**src/rtl/eprom_pkg.sv**
```systemverilog
package eprom_pkg;

    localparam int BYTE_W = 8;
    localparam int CMD_W  = 15;

    localparam logic [CMD_W-1:0]  UNLOCK_A1 = 15'h5555;
    localparam logic [BYTE_W-1:0] UNLOCK_D1 = 8'hAA;
    localparam logic [CMD_W-1:0]  UNLOCK_A2 = 15'h2AAA;
    localparam logic [BYTE_W-1:0] UNLOCK_D2 = 8'h10;

    typedef enum logic [2:0] {
        MD_STANDBY,
        MD_READ,
        MD_VERIFY,
        MD_IDENT,
        MD_QUIET,
        MD_PROGRAM,
        MD_ERASE
    } mode_e;

    typedef enum logic {
        UL_IDLE,
        UL_ARMED
    } unlock_e;

    typedef struct packed {
        logic              pgm_prev;
        logic              dout_en;
        logic [BYTE_W-1:0] dout;
    } ctrl_regs_t;

endpackage

```
**src/rtl/eprom_sync.sv**
```systemverilog
module eprom_sync #(
    parameter int         W       = 2,
    parameter int         STAGES  = 2,
    parameter logic [W-1:0] RST_VAL = '1
) (
    input  logic         clk,
    input  logic         rst_n,
    input  logic [W-1:0] d,
    output logic [W-1:0] q
);
    logic [STAGES-1:0][W-1:0] sh_d, sh_q;

    always_comb begin
        sh_d    = sh_q;
        sh_d[0] = d;
        for (int i = 1; i < STAGES; i++) begin
            sh_d[i] = sh_q[i-1];
        end
    end

    always_ff @(posedge clk or negedge rst_n) begin
        if (!rst_n) begin
            for (int i = 0; i < STAGES; i++) sh_q[i] <= RST_VAL;
        end else begin
            sh_q <= sh_d;
        end
    end

    assign q = sh_q[STAGES-1];
endmodule

```
**src/rtl/eprom_unlock.sv**
```systemverilog
module eprom_unlock
    import eprom_pkg::*;
(
    input  logic              clk,
    input  logic              rst_n,
    input  logic              clear,
    input  logic              wr_stb,
    input  logic [CMD_W-1:0]  waddr,
    input  logic [BYTE_W-1:0] wdata,
    output logic              fire,
    output logic              armed
);
    unlock_e st_d, st_q;
    logic    step1_hit, step2_hit;

    always_comb begin
        step1_hit = (waddr == UNLOCK_A1) && (wdata == UNLOCK_D1);
        step2_hit = (waddr == UNLOCK_A2) && (wdata == UNLOCK_D2);
        st_d      = st_q;
        fire      = 1'b0;
        if (clear) begin
            st_d = UL_IDLE;
        end else if (wr_stb) begin
            unique case (st_q)
                UL_IDLE:  st_d = step1_hit ? UL_ARMED : UL_IDLE;
                UL_ARMED: begin
                    fire = step2_hit;
                    st_d = UL_IDLE;
                end
                default:  st_d = UL_IDLE;
            endcase
        end
    end

    always_ff @(posedge clk or negedge rst_n) begin
        if (!rst_n) st_q <= UL_IDLE;
        else        st_q <= st_d;
    end

    assign armed = (st_q == UL_ARMED);
endmodule

```
**src/rtl/eprom_array.sv**
```systemverilog
module eprom_array
    import eprom_pkg::*;
#(
    parameter int DEPTH_W = 4
) (
    input  logic               clk,
    input  logic               rst_n,
    input  logic               wr_en,
    input  logic               erase_en,
    input  logic [DEPTH_W-1:0] waddr,
    input  logic [BYTE_W-1:0]  wdata,
    input  logic [DEPTH_W-1:0] raddr,
    output logic [BYTE_W-1:0]  rdata
);
    localparam int DEPTH = 1 << DEPTH_W;

    logic [BYTE_W-1:0] mem_q [DEPTH];

    for (genvar g = 0; g < DEPTH; g++) begin : g_word
        logic [BYTE_W-1:0] word_d;

        always_comb begin
            word_d = mem_q[g];
            if (erase_en) begin
                word_d = '1;
            end else if (wr_en && (waddr == DEPTH_W'(g))) begin
                word_d = mem_q[g] & wdata;
            end
        end

        always_ff @(posedge clk or negedge rst_n) begin
            if (!rst_n) mem_q[g] <= '1;
            else        mem_q[g] <= word_d;
        end
    end

    assign rdata = mem_q[raddr];
endmodule

```
**src/rtl/eprom_ctrl.sv**
```systemverilog
module eprom_ctrl
    import eprom_pkg::*;
#(
    parameter int              ADDR_W  = 15,
    parameter int              DEPTH_W = 4,
    parameter logic [BYTE_W-1:0] MFR_ID = 8'hDA,
    parameter logic [BYTE_W-1:0] DEV_ID = 8'h85
) (
    input  logic              clk,
    input  logic              rst_n,
    input  logic              ce_n,
    input  logic              oe_n,
    input  logic              pgm_n,
    input  logic              a9_hv,
    input  logic              vpp_hi,
    input  logic [ADDR_W-1:0] addr,
    input  logic [BYTE_W-1:0] din,
    output logic [BYTE_W-1:0] dout,
    output logic              dout_en
);
    logic [1:0]        sync_q;
    logic              ce_s, pgm_s;
    logic              pgm_fall, prog_cond;
    logic              wr_en, erase_en, cmd_fire, armed;
    logic [BYTE_W-1:0] rdata;
    mode_e             mode;
    ctrl_regs_t        st_d, st_q;

    eprom_sync #(.W(2), .STAGES(2), .RST_VAL(2'b11)) u_sync (
        .clk   (clk),
        .rst_n (rst_n),
        .d     ({ce_n, pgm_n}),
        .q     (sync_q)
    );
    assign ce_s  = sync_q[1];
    assign pgm_s = sync_q[0];

    eprom_unlock u_unlock (
        .clk    (clk),
        .rst_n  (rst_n),
        .clear  (ce_s),
        .wr_stb (wr_en),
        .waddr  (addr[CMD_W-1:0]),
        .wdata  (din),
        .fire   (cmd_fire),
        .armed  (armed)
    );

    eprom_array #(.DEPTH_W(DEPTH_W)) u_array (
        .clk      (clk),
        .rst_n    (rst_n),
        .wr_en    (wr_en),
        .erase_en (erase_en),
        .waddr    (addr[DEPTH_W-1:0]),
        .wdata    (din),
        .raddr    (addr[DEPTH_W-1:0]),
        .rdata    (rdata)
    );

    always_comb begin
        // mode selection
        if (ce_s)                 mode = MD_STANDBY;
        else if (!oe_n && pgm_s)  mode = a9_hv  ? MD_IDENT  :
                                         vpp_hi ? MD_VERIFY : MD_READ;
        else if (oe_n && vpp_hi)  mode = a9_hv  ? MD_ERASE  : MD_PROGRAM;
        else                      mode = MD_QUIET;

        pgm_fall  = st_q.pgm_prev && !pgm_s;
        prog_cond = (mode == MD_PROGRAM) || (mode == MD_ERASE);
        wr_en     = pgm_fall && prog_cond && !a9_hv;
        erase_en  = (pgm_fall && prog_cond && a9_hv) || cmd_fire;

        st_d          = st_q;
        st_d.pgm_prev = pgm_s;
        st_d.dout_en  = (mode == MD_READ) || (mode == MD_VERIFY) || (mode == MD_IDENT);
        unique case (mode)
            MD_READ, MD_VERIFY: st_d.dout = rdata;
            MD_IDENT:           st_d.dout = addr[0] ? DEV_ID : MFR_ID;
            default:            st_d.dout = '0;
        endcase
    end

    always_ff @(posedge clk or negedge rst_n) begin
        if (!rst_n) begin
            st_q.pgm_prev <= 1'b1;
            st_q.dout_en  <= 1'b0;
            st_q.dout     <= '0;
        end else begin
            st_q <= st_d;
        end
    end

    assign dout    = st_q.dout;
    assign dout_en = st_q.dout_en;
endmodule

```
**config.mk**
```make
export PLATFORM = sky130hd
export DESIGN_NAME = eprom_ctrl
export DESIGN_NICKNAME = d
export VERILOG_FILES = /design/src/rtl/eprom_pkg.sv /design/src/rtl/eprom_sync.sv /design/src/rtl/eprom_unlock.sv /design/src/rtl/eprom_array.sv /design/src/rtl/eprom_ctrl.sv
export SDC_FILE = /design/constraint.sdc
export NUM_CORES = 1
export LEC_CHECK = 0
export ABC_AREA = 1
export BUFFER_PORTS_ARGS = -buffer_cell sky130_fd_sc_hd__buf_2
export CAP_MARGIN = 20
export CORE_ASPECT_RATIO = 1.75
export CORE_UTILIZATION = 47
export CTS_CLUSTER_SIZE = 14
export DETAILED_ROUTE_END_ITERATION = 8
export MAX_ROUTING_LAYER = met4
export PLACE_DENSITY_LB_ADDON = 0.15
export SLEW_MARGIN = 20
export SYNTH_ARGS = -nofsm -noshare
export SYNTH_HDL_FRONTEND = slang
export SYNTH_SLANG_ARGS = --single-unit
```
**constraint.sdc**
```tcl
create_clock -name clk -period 1.45 [get_ports clk]
set_input_delay 0.29 -clock clk [delete_from_list [all_inputs] [get_ports clk]]
set_output_delay 0.29 -clock clk [all_outputs]
set_load 0.01 [all_outputs]
```
==> out/metrics.cfg, run 1 <==
[run_status]
status=finished, violations left
violations=negative setup slack

[die]
start_util=0.480
coreArea_um2=15400
die_x_um=96.8
die_y_um=168
ios=39
dieArea_um2=16200
rows=60

[placed_design]
dp_slack_ns=-0.246
hpwlAfterDp_um=15100
io_buffer_count=38
gp_congestion=0.937
placed_cell_area_um2=8150

[sta]
finalCriticalPeriod_ns=1.65
post-route-period-util=1.14
timing.setup.tns_ns=-17.65
final_hold_viol_count=0
setup_ws_ns=-0.200
tightest_slew_ns=0.421
skew_ns=0.0103
setup_viol=132
relSlewSlack=0.719
timing.fmax_mhz=606
whs_ns=0.246
rsz0062_at_grt=true
maxSlewViolCount=0

[cts]
cts_max_level=4
cts_buffers=17
cts_tree=built
cts_buffer_depth=2
clk_latency_ns=0.43
clkSinkCount=143
clk_pin_slew_ns=0.06
cts_root_buffer=clkbuf_16

[detailed_routing]
dr.pass1.iters=4
ant_nets=0
vias=6633
avgViaCountPerCell=5.21
drtIter0Drc=426
drt_wl_total_um=22600
wl_per_cell_um=17.7
drc=0

[worst_hold_path]
hold_path_end=u_unlock.armed$_DFFE_PN0P_
hold_class=primary input to flop
min-delay-start=addr[5]
hold_depth=6

[global_routing]
grtUsageMet1=0.336
use_met3=0.0440
gr-total-overflow=0
antenna_found_initial=0
grt_pass1_vias=6723
grt_pass1_wl_um=35600
use_met2=0.497
grt_max_degree=57
busiest_layer=met2
track_usage=0.295

[worst_setup_path]
path_cells=nand2_2, nand2_1, nand2_2, nor2_4, buf_12, buf_16, nand2_4, o21ai_1, nand2_1
rrSetupSlack_ns=-0.20
endpoint_kind=flop
r2r_cells=9
timing.rr.start=u_sync.q[0]$_DFF_PN1_
r2r_end=u_array.mem_q[57]$_DFFE_PN1P_
crit_type=flop to flop
critPathLaunchType=flop
critical_path_required_ns=1.80
slowest_stage=dfstp_2
arrival_ns=2.00
slowest_delay_ns=0.59
crit_fanout=8
path_delay_family=flip-flops
critPathBufInv=2

[power_and_ir_drop]
powerDensity_nw_per_um2=1380
vdd_drop_max_mv=0.651
power_leakage_uw=0.00485
total_power_uw=13000

[synth]
yosysWarnings=0
ys_types=22
ys_seq_area_frac=0.507
synth_fp_nets=1023
syn_inst=993
synth_seq_cells=143
avgSynthCellArea_um2=7.44
syn_area_um2=7390

[finish]
drive_above_1_share=0.347
fin_nets=1105
n_fill_cell=1348
syn_to_final_growth_pct=27.7
final_common_cell=nand2_1
multi_input_area_um2=3380
fin_area_um2=9430
register_area_um2=3740
antennaDiodeCount=0
final_cell_mix=401 x nand2_1, 133 x dfstp_2, 99 x inv_1

[job]
maxCapViolCount=0

## state kept, by name, indices dropped and copies added, names as in the netlist
signal / cells
st_q: 1
dout: 8
dout_en: 1
u_sync.q: 2
u_sync.sh_d: 2
u_array.mem_q: 128
u_unlock.armed: 1
## cell usage after synthesis
cell type,instances,area share
nand2_1,408,0.21
nor3_1,3,0.0020
nor2_1,99,0.050
o22ai_1,2,0.0017
o21bai_1,7,0.0071
nand3_1,58,0.039
inv_1,99,0.050
dfrtp_1,10,0.034
nand4_1,5,0.0042
nor2_2,6,0.0051
dfstp_2,133,0.47
a21oi_1,2,0.0014
clkbuf_1,18,0.0091
buf_6,14,0.021
nand2_2,10,0.0085
o21ai_0,87,0.059
buf_4,9,0.0091
inv_2,3,0.0015
o21ai_1,6,0.0041
buf_2,11,0.0075
nor2_4,2,0.0030
nor3b_1,1,0.0010
## layout make-up
class,instances,share of cell area
clock inverters,12,0.0206
multi-input cells,696,0.358
flip-flops and latches,143,0.397
well taps,186,0.0247
clock buffers,20,0.0485
repair buffers,115,0.111
inverters,102,0.0406
## through the flow
| step | std cells | util |
|---|---|---|
| final | 1274 | 0.613 |
| after global routing | 1274 | 0.613 |
| after CTS | 1272 | 0.594 |
| after detailed placement | 1232 | 0.530 |
| after global placement | 1232 | 0.530 |
| after floorplan | 993 | - |
## worst reg2reg max path, stage by stage (launching register included)
cell and delay [ns]:
dfstp_2 0.59, nand2_2 0.06, nand2_1 0.07, nand2_2 0.07
nor2_4 0.17, buf_12 0.14, buf_16 0.14, nand2_4 0.11
o21ai_1 0.15, nand2_1 0.07
## timing repair
item	CTS	global route
pin swaps	7	14
cloned	1	1
resized for setup	129	60
hold buffers	3	0
buffers inserted	4	1
setup endpoints to repair	135	137
endpoints found under the hold margin	18	0
## worst max-delay path by stage
| stage | startpoint | end | depth (start not counted) |
|---|---|---|---|
| 2_1_floorplan | st_q[9]$_DFF_PN1_ | u_array.mem_q[42]$_DFFE_PN1P_ | 7 |
| 3_5_place_dp | st_q[9]$_DFF_PN1_ | u_array.mem_q[98]$_DFFE_PN1P_ | 7 |
| 5_1_grt | u_sync.q[0]$_DFF_PN1_ | u_array.mem_q[109]$_DFFE_PN1P_ | 9 |
| 3_3_place_gp | st_q[9]$_DFF_PN1_ | u_array.mem_q[102]$_DFFE_PN1P_ | 7 |
| 4_1_cts | st_q[9]$_DFF_PN1_ | u_array.mem_q[35]$_DFFE_PN1P_ | 9 |
| 6_report | u_sync.q[0]$_DFF_PN1_ | u_array.mem_q[57]$_DFFE_PN1P_ | 9 |
## layer usage
layer | up-vias | share of wire
met5 | - | 0
met1 | 3146 | 0.40
met2 | 226 | 0.52
met3 | 51 | 0.047
li1 | 3210 | -
met4 | 0 | 0.039
## power breakdown
part / leakage (uW) / internal [uW] / switching [uW]
registers: 0.00154 / 5370 / 481
clock network: 0.000315 / 3030 / 1830
logic: 0.00300 / 934 / 1370
## cells by family (layout without fill, tap and decap cells)
family,count (synthesis),count (layout),synth area share
flip-flops,143,143,0.507
buffers and inverters,154,249,0.0989
AO/OA/AOI/OAI,104,104,0.0732
AND/OR/NAND/NOR,592,592,0.321
Note: power is estimated with default switching activity, not from simulation.
==> run 2, diff against run 1 <==
clock period = 2.02 ns   (was 1.45 ns; I/O delays follow)
==> run 2 against run 1 <==
Compared with the run above: the flow now finishes without violations; final cell count is 2.7% lower; clock-buffer cell count is 2 lower; flip-flop and latch count stayed put; hold slack worse by 0.16 ns; fmax is 9.0% lower; non-clock buffer count is 34 lower; worst setup slack better by 0.41 ns; total power is 35% lower; first-iteration DRC count is 2.3% lower; clock power is 40% lower.
==> out/metrics.cfg, run 2 (synthesized netlist as in run 1, its figures left out) <==
[cts]
clkSinkCount=143  ; unchanged
clk_latency_ns=0.42  ; was 0.43 ns
clk_pin_slew_ns=0.06  ; about the same
cts_buffer_depth=2  ; unchanged
cts_max_level=4  ; unchanged
cts_root_buffer=clkbuf_16  ; unchanged
cts_tree=built  ; unchanged
cts_buffers=17  ; unchanged

[sta]
setup_ws_ns=0.207  ; was -0.200 ns
rsz0062_at_grt=false  ; was true
finalCriticalPeriod_ns=1.81  ; was 1.65 ns
post-route-period-util=0.897  ; was 1.14
tightest_slew_ns=0.605  ; was 0.421 ns
setup_viol=0  ; was 132
maxSlewViolCount=0  ; unchanged
timing.setup.tns_ns=0  ; was -17.65 ns
final_hold_viol_count=0  ; unchanged
skew_ns=0.0105  ; was 0.0103 ns
whs_ns=0.0820  ; was 0.246 ns
timing.fmax_mhz=552  ; was 606 MHz
relSlewSlack=0.597  ; was 0.719

[worst_setup_path]
critical_path_required_ns=2.34  ; was 1.80 ns
crit_fanout=29  ; was 8
arrival_ns=2.13  ; was 2.00 ns
endpoint_kind=flop  ; unchanged
slowest_delay_ns=0.51  ; was 0.59 ns
path_delay_family=simple AND/OR/NAND/NOR gates  ; was flip-flops
crit_type=flop to flop  ; unchanged
path_cells=nor3b_1, nand2_1, nor2_4, buf_12, nand2_2, o21ai_0, nand2_1  ; was nand2_2, nand2_1, nand2_2, nor2_4, buf_12, buf_16, nand2_4, o21ai_1, nand2_1
critPathLaunchType=flop  ; unchanged
slowest_stage=dfstp_2  ; unchanged
critPathBufInv=1  ; was 2
rrSetupSlack_ns=0.21  ; was -0.20 ns
path_common_cell=nand2_1

[finish]
syn_to_final_growth_pct=14.0  ; was 27.7%
final_cell_mix=408 x nand2_1, 133 x dfstp_2, 99 x inv_1, 99 x nor2_1, 86 x o21ai_0  ; was 401 x nand2_1, 133 x dfstp_2, 99 x inv_1
fin_area_um2=8420  ; was 9430 um2
largest_register_ffs=128  ; unchanged
n_fill_cell=1504  ; was 1348
top_register=u_array.mem_q  ; unchanged
antennaDiodeCount=0  ; unchanged
fin_nets=1071  ; was 1105
reg_top3=u_array.mem_q x128, dout x8  ; unchanged
final_common_cell=nand2_1  ; unchanged
drive_above_1_share=0.251  ; was 0.347

[run_status]
status=finished clean  ; was finished, violations left

[power_and_ir_drop]
powerDensity_nw_per_um2=1010  ; was 1380 nW/um2
total_power_uw=8500  ; was 13000 uW
vdd_drop_max_mv=0.558  ; was 0.651 mV
power_leakage_uw=0.00439  ; was 0.00485 uW

[worst_hold_path]
hold_class=primary input to flop  ; unchanged

[detailed_routing]
wl_per_cell_um=17.3  ; was 17.7 um
drt_wl_total_um=21400  ; was 22600 um
drc=0  ; unchanged
dr.pass1.iters=6  ; was 4
ant_nets=0  ; unchanged
drtIter0Drc=416  ; was 426
vias=6376  ; was 6633
avgViaCountPerCell=5.14  ; was 5.21

[placed_design]
gp_congestion=0.913  ; was 0.937
placed_cell_area_um2=7830  ; was 8150 um2
dp_slack_ns=0.109  ; was -0.246 ns
hpwlAfterDp_um=14400  ; was 15100 um
io_buffer_count=38  ; unchanged

[global_routing]
track_usage=0.281  ; was 0.295
gr-total-overflow=0  ; unchanged
antenna_found_initial=0  ; unchanged
grt_pass1_wl_um=33900  ; was 35600 um
grt_max_degree=129  ; was 57
grt_pass1_vias=6265  ; was 6723

[die]
die_y_um=168  ; unchanged
ios=39  ; unchanged
dieArea_um2=16200  ; unchanged
die_x_um=96.8  ; unchanged
start_util=0.480  ; unchanged
coreArea_um2=15400  ; unchanged
rows=60  ; unchanged

[job]
maxCapViolCount=0  ; unchanged

==> run 2: changes by cell type in the layout (fill, tap and decap cells not counted), sizes merged <==
| cell | previous run | this run |
|---|---|---|
| buf | 111 | 80 |
| bufinv | 4 | 0 |
| clkbuf | 21 | 18 |
| clkinv | 1 | 2 |
| clkinvlp | 1 | 5 |
| dlygate4sd3 | 3 | 1 |
| inv | 108 | 109 |
==> run 2: final timing paths <==
kind,from,end,cells past startpoint
max,st_q[9]$_DFF_PN1_,u_array.mem_q[25]$_DFFE_PN1P_,7
min,ce_n,u_sync.sh_d[3]$_DFF_PN1_,1
max reg2reg,st_q[9]$_DFF_PN1_,u_array.mem_q[25]$_DFFE_PN1P_,7
min reg2reg,u_sync.sh_d[2]$_DFF_PN1_,u_sync.q[0]$_DFF_PN1_,0
max in group asynchronous,rst_n,u_array.mem_q[24]$_DFFE_PN1P_,3
min in group asynchronous,rst_n,dout[1]$_DFF_PN0_,2
==> run 2: what timing repair did <==
item | 4_1_cts | 5_1_grt
hold endpoints to repair | 9 | 0
hold buffers | 1 | 0
setup buffers | 0 | 6
endpoints found under the setup margin | 0 | 47
gates resized for setup | 0 | 1
==> run 2: cell type report <==
| class | count | area (um2) | area share |
|---|---|---|---|
| Clock buffer | 18 | 429 | 0.0510 |
| Clock inverter | 14 | 109 | 0.0129 |
| Inverter | 102 | 383 | 0.0455 |
| Multi-Input combinational cell | 696 | 2920 | 0.346 |
| Sequential cell | 143 | 3740 | 0.445 |
| Tap cell | 186 | 233 | 0.0276 |
| Timing Repair Buffer | 81 | 609 | 0.0723 |
==> run 2: through the flow <==
step / utilization / cells
2_1_floorplan: - / 993
3_3_place_gp: 0.509 / 1201
3_5_place_dp: 0.509 / 1201
4_1_cts: 0.544 / 1234
5_1_grt: 0.547 / 1240
6_report: 0.547 / 1240
==> run 2: where the power goes <==
| part | internal, uW | total (uW) | leakage [uW] | switching (uW) |
|---|---|---|---|---|
| sequential | 3850 | 4140 | 0.00154 | 293 |
| clock | 1590 | 2900 | 0.000252 | 1310 |
| combinational | 545 | 1450 | 0.00260 | 906 |
| total | 5990 | 8500 | 0.00439 | 2510 |
==> run 2: metal layers <==
layer	up-vias	GRT usage	routed length, um
li1	3140	-	-
met1	2970	0.326	8540
met2	213	0.472	10800
met3	53	0.0374	1100
met4	0	0.152	1030
met5	-	-	0
